===== config.mk =====
export PLATFORM = sky130hd
export DESIGN_NAME = tap_walker_ctrl
export DESIGN_NICKNAME = d
export VERILOG_FILES = /design/src/rtl/tap_ctrl_pkg.sv /design/src/rtl/tap_step_decode.sv /design/src/rtl/tap_onehot_shifter.sv /design/src/rtl/tap_lock_status.sv /design/src/rtl/tap_walker_ctrl.sv
export SDC_FILE = /design/constraint.sdc
export NUM_CORES = 1
export LEC_CHECK = 0
export ABC_CLOCK_PERIOD_IN_PS = 2960
export BUFFER_PORTS_ARGS = -buffer_cell sky130_fd_sc_hd__clkbuf_2
export CAP_MARGIN = 30
export CORE_MARGIN = 3
export CORE_UTILIZATION = 55
export CTS_CLUSTER_DIAMETER = 100
export DETAILED_ROUTE_END_ITERATION = 10
export PLACE_DENSITY = 0.86
export SLEW_MARGIN = 20
export SYNTH_ARGS = -nofsm -noshare
export SYNTH_HDL_FRONTEND = slang
export SYNTH_SLANG_ARGS = --single-unit

===== constraint.sdc =====
create_clock -name clk -period 2.96 [get_ports clk]
set_input_delay 0.592 -clock clk [delete_from_list [all_inputs] [get_ports clk]]
set_output_delay 0.592 -clock clk [all_outputs]
set_load 0.02 [all_outputs]

===== src/rtl/tap_ctrl_pkg.sv =====
package tap_ctrl_pkg;

  // One decision per cycle, after the hold input has been taken into account
  typedef enum logic [1:0] {
    STEP_NONE     = 2'd0,
    STEP_LONGER   = 2'd1,
    STEP_SHORTER  = 2'd2,
    STEP_CONFLICT = 2'd3
  } step_req_e;

  // Hold wins over any request; opposing requests cancel
  function automatic step_req_e classify_step(input logic hold,
                                              input logic lng,
                                              input logic shr);
    if (hold)            return STEP_NONE;
    else if (lng && shr) return STEP_CONFLICT;
    else if (lng)        return STEP_LONGER;
    else if (shr)        return STEP_SHORTER;
    else                 return STEP_NONE;
  endfunction

  function automatic logic is_single_step(input step_req_e r);
    return (r == STEP_LONGER) || (r == STEP_SHORTER);
  endfunction

endpackage


===== src/rtl/tap_step_decode.sv =====
module tap_step_decode
  import tap_ctrl_pkg::*;
(
  input  logic      hold_en,
  input  logic      req_longer,
  input  logic      req_shorter,
  output step_req_e step_req,
  output logic      freeze,
  output logic      single_req
);

  always_comb begin
    step_req   = classify_step(hold_en, req_longer, req_shorter);
    freeze     = hold_en;
    single_req = is_single_step(step_req);
  end

endmodule


===== src/rtl/tap_onehot_shifter.sv =====
module tap_onehot_shifter
  import tap_ctrl_pkg::*;
#(
  parameter int NUM_TAPS  = 16,
  parameter int RESET_TAP = NUM_TAPS / 2
) (
  input  logic                clk,
  input  logic                rst_n,
  input  step_req_e           step_req,
  output logic [NUM_TAPS-1:0] tap_sel,
  output logic                step_done,
  output logic                step_refused
);

  localparam int TOP = NUM_TAPS - 1;
  localparam logic [NUM_TAPS-1:0] RESET_VEC = NUM_TAPS'(1) << RESET_TAP;

  logic [NUM_TAPS-1:0] tap_q, tap_up, tap_dn, tap_d;
  logic want_up, want_dn;

  assign want_up      = (step_req == STEP_LONGER);
  assign want_dn      = (step_req == STEP_SHORTER);
  assign step_refused = (want_up && tap_q[TOP]) || (want_dn && tap_q[0]);
  assign step_done    = (want_up || want_dn) && !step_refused;

  // Per-bit neighbour taps; ends take zero, refusal keeps them from being used
  for (genvar i = 0; i < NUM_TAPS; i++) begin : g_bit
    if (i == 0) begin : g_low
      assign tap_up[i] = 1'b0;
    end else begin : g_low_n
      assign tap_up[i] = tap_q[i-1];
    end
    if (i == TOP) begin : g_high
      assign tap_dn[i] = 1'b0;
    end else begin : g_high_n
      assign tap_dn[i] = tap_q[i+1];
    end
  end

  always_comb begin
    if (step_done) tap_d = want_up ? tap_up : tap_dn;
    else           tap_d = tap_q;
  end

  always_ff @(posedge clk or negedge rst_n) begin
    if (!rst_n) tap_q <= RESET_VEC;
    else        tap_q <= tap_d;
  end

  assign tap_sel = tap_q;

endmodule


===== src/rtl/tap_lock_status.sv =====
module tap_lock_status (
  input  logic clk,
  input  logic rst_n,
  input  logic freeze,
  input  logic single_req,
  input  logic step_done,
  input  logic step_refused,
  output logic locked,
  output logic at_limit
);

  always_ff @(posedge clk or negedge rst_n) begin
    if (!rst_n) begin
      locked   <= 1'b0;
      at_limit <= 1'b0;
    end else begin
      if (freeze)          locked <= 1'b1;
      else if (single_req) locked <= 1'b0;

      if (step_refused)    at_limit <= 1'b1;
      else if (step_done)  at_limit <= 1'b0;
    end
  end

endmodule


===== src/rtl/tap_walker_ctrl.sv =====
module tap_walker_ctrl
  import tap_ctrl_pkg::*;
#(
  parameter int NUM_TAPS = 16
) (
  input  logic                clk,
  input  logic                rst_n,
  input  logic                req_longer,
  input  logic                req_shorter,
  input  logic                hold_en,
  output logic [NUM_TAPS-1:0] tap_sel,
  output logic                locked,
  output logic                at_limit
);

  localparam int CENTRE_TAP = NUM_TAPS / 2;

  // Named internal events, visible to the bound checker
  step_req_e step_req;
  logic      freeze;
  logic      single_req;
  logic      step_done;
  logic      step_refused;

  tap_step_decode u_decode (
    .hold_en     (hold_en),
    .req_longer  (req_longer),
    .req_shorter (req_shorter),
    .step_req    (step_req),
    .freeze      (freeze),
    .single_req  (single_req)
  );

  tap_onehot_shifter #(
    .NUM_TAPS  (NUM_TAPS),
    .RESET_TAP (CENTRE_TAP)
  ) u_shifter (
    .clk          (clk),
    .rst_n        (rst_n),
    .step_req     (step_req),
    .tap_sel      (tap_sel),
    .step_done    (step_done),
    .step_refused (step_refused)
  );

  tap_lock_status u_status (
    .clk          (clk),
    .rst_n        (rst_n),
    .freeze       (freeze),
    .single_req   (single_req),
    .step_done    (step_done),
    .step_refused (step_refused),
    .locked       (locked),
    .at_limit     (at_limit)
  );

endmodule


==> results of run 1 <==
synth_stat cells, drive strengths merged:
cell,number
dfstp,1
ha,2
dfrtp,17
nand2,1
a221oi,1
mux2,29
nor2b,1
buf,3
mux2i,1
a21o,1
a222oi,1
inv,4
nand2b,2
sequential cells by signal, indices dropped and copies added (netlist names):
signal,flops
u_shifter.tap_sel,16
u_status.at_limit,1
u_status.locked,1
per-stage QoR:
| stage | worst slack [ns] | util | hold WS [ns] |
|---|---|---|---|
| floorplan | 0.8534 | - | 0.2964 |
| global placement | 0.6226 | 0.6810 | 0.4712 |
| detailed placement | 0.5513 | 0.6810 | 0.4849 |
| CTS | 0.8675 | 0.7040 | 0.2285 |
| global route | 0.7994 | 0.7040 | 0.2373 |
| finish | 0.8643 | 0.7040 | 0.2200 |
power by group through the flow:
stage	Combinational, W	Sequential, W	Clock (W)
2_1_floorplan	0.000148	0.000433	0
3_3_place_gp	0.000298	0.000369	0
3_5_place_dp	0.000305	0.000373	0
4_1_cts	0.000308	0.000368	0.000155
5_1_grt	0.000324	0.000381	0.000171
6_report	0.000305	0.000368	0.000152
critical path: stages:
cell	delay, ns
clkbuf_2	0.10
nand2b_1	0.14
inv_1	0.06
ha_1	0.46
a221oi_4	0.37
buf_4	0.25
mux2_4	0.31
worst paths after layout:
check,slack (ns),depth (start not counted),to,startpoint
min reg2reg,0.50,1,u_status.locked,u_status.locked
max reg2reg,1.52,3,u_shifter.tap_sel[11],u_shifter.tap_sel[15]
min in group clk,0.50,1,u_status.locked,u_status.locked
max in group asynchronous,2.40,1,u_shifter.tap_sel[8],rst_n
max,0.86,7,u_shifter.tap_sel[11],hold_en
min,0.22,1,u_shifter.tap_sel[5],rst_n
area by class of cell:
cell class,count,share of cell area
Timing Repair Buffer,24,0.1127
Sequential cell,18,0.4070
Multi-Input combinational cell,39,0.4160
Clock buffer,4,0.03269
Tap cell,16,0.01804
Inverter,4,0.01353
metal layers:
metal / share of wire / track usage / up-vias / routed length, um
li1: - / - / 275 / -
met1: 0.45 / 0.2115 / 277 / 758
met2: 0.49 / 0.2744 / 18 / 825
met3: 0.040 / 0.03383 / 2 / 67
met4: 0.010 / 0.04839 / 0 / 17
met5: 0 / 0 / - / 0
kinds of logic after synthesis:
| group | after synthesis | synth area share |
|---|---|---|
| buf+inv | 7 | 0.05317 |
| simple gates | 4 | 0.02334 |
| compound gates | 3 | 0.04540 |
| fa+ha+maj | 2 | 0.02594 |
| flops | 18 | 0.4682 |
| mux | 30 | 0.3839 |
==> impl_metrics.yaml, run 1 <==
outcome:
  outcome: "complete, no violations"
synthesis:
  syn_area_per_cell_um2: 15.07
  ys_seq_elements: 18
  ys_warn_count: 0
  syn_nets: 71
  synth_top_area_frac: 0.4410
  synth-seq-area-share: 0.4682
  synth_area_leaders: "dfrtp_1, mux2_2, mux2_4"
  synth_cells: 64
  synth_top_area_cell: "dfrtp_1"
  ys_types: 16
  netlist_area_um2: 964.7
grt:
  grt_max_degree: 19
  grt_pass1_vias: 569
  grt_pass1_wl_mm: 2.594
  track_usage: 0.1639
  antenna_found_initial: 0
  grt-ovfl-total: 0
critical_path:
  critical_path_required_ns: 3.15
  worstPathMaxFanout: 18
  path_class: "input pin to flop"
  endpoint_kind: "flop"
  cp_data_arrival_time_ns: 2.28
  crit_path_start_kind: "input pin"
placed_design:
  portBuffers: 22
  place_congestion: 0.7101
  placed_area_um2: 1074
  dp_cells: 101
  hpwl_mm: 1.198
floorplanning:
  core_area_um2: 1577
  row_count: 14
  initial_core_util: 0.6119
  fp.dieArea_um2: 2292
  ios: 23
  die_width_um: 47.88
  die_y_um: 47.88
sta:
  drv_slew: 0
  rsz0062_at_grt: "no"
  period_minus_slack_ns: 2.096
  finalSetupViolCount: 0
  worst_pin_slew_ns: 0.7688
  slew_headroom: 0.4875
  fmax_ghz: 0.4772
  tns_ns: 0
  finalHoldViolations: 0
  min_period_over_period: 0.7080
  finClkSkew_ns: 0.004553
final_layout:
  nets: 97
  layout_commonest_cell: "clkbuf_2"
  fin_area_um2: 1110
  seq_area_um2: 451.7
  layout.cells.non_filler: 105
  area_growth_pct: 15.04
  final_cell_mix: "clkbuf_2, mux2_2, dfrtp_1, mux2_4, inv_1"
  multi_input_area_um2: 461.7
  diodes: 0
  drive_gt1_frac: 0.6629
  fill_cells: 120
clock_tree:
  numCtsBuffers: 3
  post_cts_buffers: 0
  clockBufferDepth: 2
  cts-root-buf: "clkbuf_4"
  clkLatencyLatePin_ns: 0.30
  hold_buffers: 0
  clkTransAtPathRegs_ns: 0.10
  tritoncts: "built"
  ctsResizeCount: 0
  cts_htree_levels: 1
  clock-sinks: 18
detailed_routing:
  detail_route.wl_per_cell_um: 15.89
  routed_wl_mm: 1.668
  antenna_left: 0
  route.detailed.drc: 0
  dr.pass1.iters: 4
  dr_total_vias: 572
  drt_iter0_drc: 11
  vias_per_cell: 5.448
power_and_ir_drop:
  p_per_area_nw_per_um2: 744.2
  switching_power_w: 0.0002945
  internal_power_w: 0.0005315
  clkPwrFrac: 0.185
  finalPower_w: 0.0008259
  p_sw_frac: 0.3565
  p_seq_frac: 0.446
  ir_drop_uv: 492.3
  leakage_nw: 0.6110
  p_comb_frac: 0.369
worst_hold_path:
  hold_path_class: "input pin to async pin"
run:
  cap_violations: 0
No activity file was read; power rests on OpenSTA's default activity.
==> run 2, diff against run 1 <==
- ABC_CLOCK_PERIOD_IN_PS: 2960 -> 2100
- CORE_UTILIZATION: 55 -> 51
- PLACE_DENSITY: 0.86 -> 0.8
- clock period: 2.96 -> 2.1 ns (I/O delays scaled with it)
==> run 2 against run 1 <==
Effect of this change:
- design area up 2.4%
- largest cell class unchanged
- worst hold slack got worse by 0.17 ns
- wire length down 1.4%
==> impl_metrics.yaml, run 2 (synthesis results as in run 1) <==
detailed_routing:
  route.detailed.drc: 0
  drt_iter0_drc: 6
  dr.pass1.iters: 4
  routed_wl_mm: 1.644
  vias_per_cell: 5.129
  dr_total_vias: 595
  antenna_left: 0
  detail_route.wl_per_cell_um: 14.17
critical_path:
  worstPathMaxFanout: 10
  critical_path_required_ns: 2.27
  crit_chain: "clkbuf_2, nand2b_1, ha_1, a221oi_4, buf_4, mux2_4"
  crit_path_start_kind: "input pin"
  critical-path-top-delay-family: "buffers and inverters"
  crit_slowest_cell: "ha_1"
  path_class: "input pin to flop"
  endpoint_kind: "flop"
  cp_data_arrival_time_ns: 1.87
  cp_num_buf_inv: 2
  worst_path_largest_cell_delay_ns: 0.36
clock_tree:
  cts-root-buf: "clkbuf_4"
  clkLatencyLatePin_ns: 0.28
  ctsResizeCount: 0
  clock-sinks: 18
  numCtsBuffers: 3
  clockBufferDepth: 2
  hold_buffers: 0
  post_cts_buffers: 0
  clkTransAtPathRegs_ns: 0.10
  tritoncts: "built"
  cts_htree_levels: 1
final_layout:
  area_growth_pct: 17.77
  diodes: 0
  drive_gt1_frac: 0.6703
  layout.cells.non_filler: 116
  nets: 99
  largest_reg_flops: 16
  final_cell_mix: "clkbuf_2, mux2_2, dfrtp_1, mux2_4"
  layout_commonest_cell: "clkbuf_2"
floorplanning:
  initial_core_util: 0.5468
  die_y_um: 49.49
  die_width_um: 49.49
  ios: 23
  fp.dieArea_um2: 2449
  row_count: 15
  core_area_um2: 1764
placed_design:
  hpwl_mm: 1.231
  dp_cells: 112
  portBuffers: 22
  place_congestion: 0.6811
grt:
  grt-ovfl-total: 0
  antenna_found_initial: 0
  track_usage: 0.1561
  grt_max_degree: 19
  grt_pass1_wl_mm: 2.884
  grt_pass1_vias: 627
outcome:
  outcome: "complete, no violations"
sta:
  tns_ns: 0
  rsz0062_at_grt: "no"
  worst_pin_slew_ns: 0.4343
  slew_headroom: 0.7105
  min_period_over_period: 0.8085
  finalHoldViolations: 0
  period_minus_slack_ns: 1.698
  finalSetupViolCount: 0
  fmax_ghz: 0.5890
  drv_slew: 0
  finClkSkew_ns: 0.002832
worst_hold_path:
  hold_path_class: "input pin to async pin"
run:
  cap_violations: 0
power_and_ir_drop:
  ir_drop_uv: 524.4
  leakage_nw: 0.6215
  p_per_area_nw_per_um2: 1010
## run 2: cell types whose count changed in the layout (fill, tap and decap cells not counted), sizes merged
| cell | before | now |
|---|---|---|
| buf | 2 | 4 |
## run 2: power by group
group          internal, W  total, W  switching, W  leakage, nW
clock network     0.000105  0.000205     0.0000997       0.0210
logic             0.000212  0.000423      0.000211        0.358
registers         0.000433  0.000519     0.0000863        0.243
total             0.000750   0.00115      0.000397        0.621
## run 2: cell type report
cell class	instances	area, um2
flip-flops and latches	18	451.7
inverters	4	15.01
repair buffers	26	140.1
multi-input cells	39	461.7
well taps	25	31.28
clock buffers	4	36.28
fillers	153	628.1
## run 2: metrics by stage
| stage | setup WS [ns] | instance area (um2) | hold WS (ns) | utilization | total power, W |
|---|---|---|---|---|---|
| floorplan | 0.1654 | 964.7 | 0.1244 | - | 0.0008197 |
| global placement | 0.1908 | 1100 | 0.3789 | 0.6234 | 0.0009386 |
| detailed placement | 0.1292 | 1100 | 0.3825 | 0.6234 | 0.0009554 |
| CTS | 0.4269 | 1136 | 0.06600 | 0.6440 | 0.001164 |
| global route | 0.3658 | 1136 | 0.07058 | 0.6440 | 0.001220 |
| finish | 0.4021 | 1136 | 0.05459 | 0.6440 | 0.001147 |
## run 2: final timing paths
| kind | from | end | slack, ns | depth (start not counted) |
|---|---|---|---|---|
| max | hold_en | u_shifter.tap_sel[6] | 0.40 | 6 |
| min | rst_n | u_shifter.tap_sel[2] | 0.05 | 1 |
| max reg2reg | u_shifter.tap_sel[15] | u_shifter.tap_sel[6] | 0.59 | 3 |
| min reg2reg | u_status.locked | u_status.locked | 0.51 | 1 |
| max in group asynchronous | rst_n | u_shifter.tap_sel[8] | 1.71 | 1 |
| min in group clk | hold_en | u_status.locked | 0.35 | 2 |
## run 2: routing by layer
metal / vias up / global-route usage / part of all wire
met5: - / 0 / 0
met4: 0 / 0.06912 / 0
met3: 0 / 0.03323 / 0.042
met2: 16 / 0.2701 / 0.52
met1: 295 / 0.1855 / 0.44
li1: 284 / - / -
## run 2: worst register-to-register path, delay by kind of cell (launching register included)
family / cells / cell delay [ns]
DFF: 1 / 0.46
AOI/OAI and AO/OA: 1 / 0.34
muxes: 1 / 0.32
buffers and inverters: 1 / 0.28
==> run 3, diff against run 2 <==
- ABC_AREA: unset -> 1
- ABC_CLOCK_PERIOD_IN_PS: 2100 -> 1420
- CORE_UTILIZATION: 51 -> 46
- PLACE_DENSITY: 0.8 -> 0.77
- clock period: 2.1 -> 1.42 ns (I/O delays scaled with it)
==> run 3 against run 2 <==
Effect of this change:
- power increased by 49%
- critical endpoint is now tap_sel[8]
- sequential power up 50%
- utilization is 1.3 points lower
- design area grew 2.2%
- worst setup slack worse by 0.30 ns
- flip-flop and latch count did not move
- largest power group unchanged
- sequential share of layout area fell by 0.86 points
==> impl_metrics.yaml, run 3 <==
placed_design:
  dp_cells: 181
  portBuffers: 22
  hpwl_mm: 1.430
  place_congestion: 0.7960
final_layout:
  area_growth_pct: 21.78
  multi_input_area_um2: 405.4
  largest_reg_flops: 16
  diodes: 0
  layout.cells.non_filler: 186
  nets: 169
  drive_gt1_frac: 0.2298
  final_cell_mix: "nand2_1, clkbuf_2, inv_1, dfrtp_1, o21ai_0"
  seq_area_um2: 451.7
  layout_commonest_cell: "nand2_1"
  fill_cells: 182
clock_tree:
  cts_htree_levels: 1
  clkTransAtPathRegs_ns: 0.11
  clkLatencyLatePin_ns: 0.29
  numCtsBuffers: 3
  ctsResizeCount: 0
  tritoncts: "built"
  post_cts_buffers: 0
  clockBufferDepth: 2
  cts-root-buf: "clkbuf_4"
  hold_buffers: 1
  clock-sinks: 18
synthesis:
  yosys.area_share.simple: 0.3163
  synth_mux_area_frac: 0
  synth_top_area_cell: "dfrtp_1"
  syn_nets: 140
  ys_warn_count: 0
  ys_types: 13
  synth_area_leaders: "dfrtp_1, nand2_1, inv_1"
  synth_cells: 133
  synth-seq-area-share: 0.4738
  synth_top_area_frac: 0.4462
  synth.most_common_cell: "nand2_1"
  synthAdderAreaFrac: 0.02625
  async_reset_ff_frac: 1.000
  netlist_area_um2: 953.4
  synth_top_family_by_area: "simple AND/OR/NAND/NOR gates"
  synth_compound_area_frac: 0.07349
  synth_ff_type: "dfrtp_1"
  synthTopCellsByCount: "nand2_1, inv_1, dfrtp_1"
  ys_seq_elements: 18
  synth_edf_count: 0
  synth-xor-area-share: 0
  syn_area_per_cell_um2: 7.169
floorplanning:
  ios: 23
  fp.dieArea_um2: 2655
  core_area_um2: 1839
  initial_core_util: 0.5184
  row_count: 15
  die_y_um: 51.53
  die_width_um: 51.53
power_and_ir_drop:
  leakage_nw: 0.6605
  p_per_area_nw_per_um2: 1474
  ir_drop_uv: 711.1
sta:
  tns_ns: 0
  fmax_ghz: 0.7566
  period_minus_slack_ns: 1.322
  worst_pin_slew_ns: 0.4721
  slew_headroom: 0.6853
  finalSetupViolCount: 0
  min_period_over_period: 0.9308
  drv_slew: 0
  rsz0062_at_grt: "no"
  whs_ns: 0.2229
  finalHoldViolations: 0
  finClkSkew_ns: 0.001564
critical_path:
  critical_path_required_ns: 1.14
  r2r_start: "u_shifter.tap_sel[0]"
  crit_path_start_kind: "flop"
  cp_num_buf_inv: 1
  worstSetupStartpoint: "u_shifter.tap_sel[8]"
  crit_chain: "clkbuf_2"
  endpoint_kind: "output pin"
  worstPathMaxFanout: 4
  worst_path_largest_cell_delay_ns: 0.58
  cp_data_arrival_time_ns: 1.04
  path_class: "flop to output pin"
  critical-path-top-delay-family: "flip-flops"
  crit_slowest_cell: "dfstp_2"
outcome:
  outcome: "complete, no violations"
detailed_routing:
  routed_wl_mm: 1.987
  dr_total_vias: 886
  antenna_left: 0
  dr.pass1.iters: 4
  detail_route.wl_per_cell_um: 10.68
  vias_per_cell: 4.763
  drt_iter0_drc: 17
  route.detailed.drc: 0
grt:
  antenna_found_initial: 0
  track_usage: 0.1704
  grt_pass1_vias: 766
  grt-ovfl-total: 0
  grt_pass1_wl_mm: 3.339
  grt_max_degree: 31
worst_hold_path:
  hp-start: "hold_en"
  hold_path_class: "input pin to flop"
run:
  cap_violations: 0
[run 3: final timing paths]
path	end	slack [ns]	cells past startpoint
hold reg to reg	u_status.locked	0.50	2
min in group asynchronous	u_shifter.tap_sel[2]	0.46	2
setup / recovery	tap_sel[8]	0.1	1
max in group asynchronous	u_shifter.tap_sel[8]	0.61	2
hold / removal	u_status.locked	0.22	3
setup reg to reg	u_shifter.tap_sel[1]	0.30	5
[run 3: metrics by stage]
stage / cell area (um2) / worst slack [ns] / util / total power, W
3_3_place_gp: 1115 / 0.007873 / 0.6061 / 0.001391
4_1_cts: 1161 / 0.08876 / 0.6313 / 0.001730
3_5_place_dp: 1115 / -0.03774 / 0.6061 / 0.001411
5_1_grt: 1161 / 0.06103 / 0.6313 / 0.001839
6_report: 1161 / 0.09826 / 0.6313 / 0.001712
2_1_floorplan: 962.2 / 0.08807 / - / 0.001182
[run 3: cell families (layout without fill, tap and decap cells)]
| logic type | count (synthesis) | after routing |
|---|---|---|
| and+or+nand+nor | 75 | 75 |
| buffers and inverters | 24 | 52 |
| DFF | 18 | 18 |
| AOI/OAI and AO/OA | 14 | 14 |
| adders and majority gates | 2 | 2 |
[run 3: report_power, final]
group,internal (W),switching [W]
sequential,0.000648,0.000133
clock,0.000156,0.000162
combinational,0.000217,0.000396
total,0.00102,0.000691
[run 3: cell type report]
class,instances,area share
Sequential cell,18,0.3890
Multi-Input combinational cell,91,0.3491
Timing Repair Buffer,29,0.1422
Inverter,19,0.06142
Clock buffer,4,0.03125
Tap cell,25,0.02694
[run 3: metal layers]
| metal | routed length [um] | part of all wire | GRT usage |
|---|---|---|---|
| met3 | 91 | 0.046 | 0.03438 |
| met4 | 22 | 0.011 | 0.07860 |
| met5 | 0 | 0 | 0 |
| met1 | 911 | 0.46 | 0.2096 |
| met2 | 962 | 0.48 | 0.2860 |
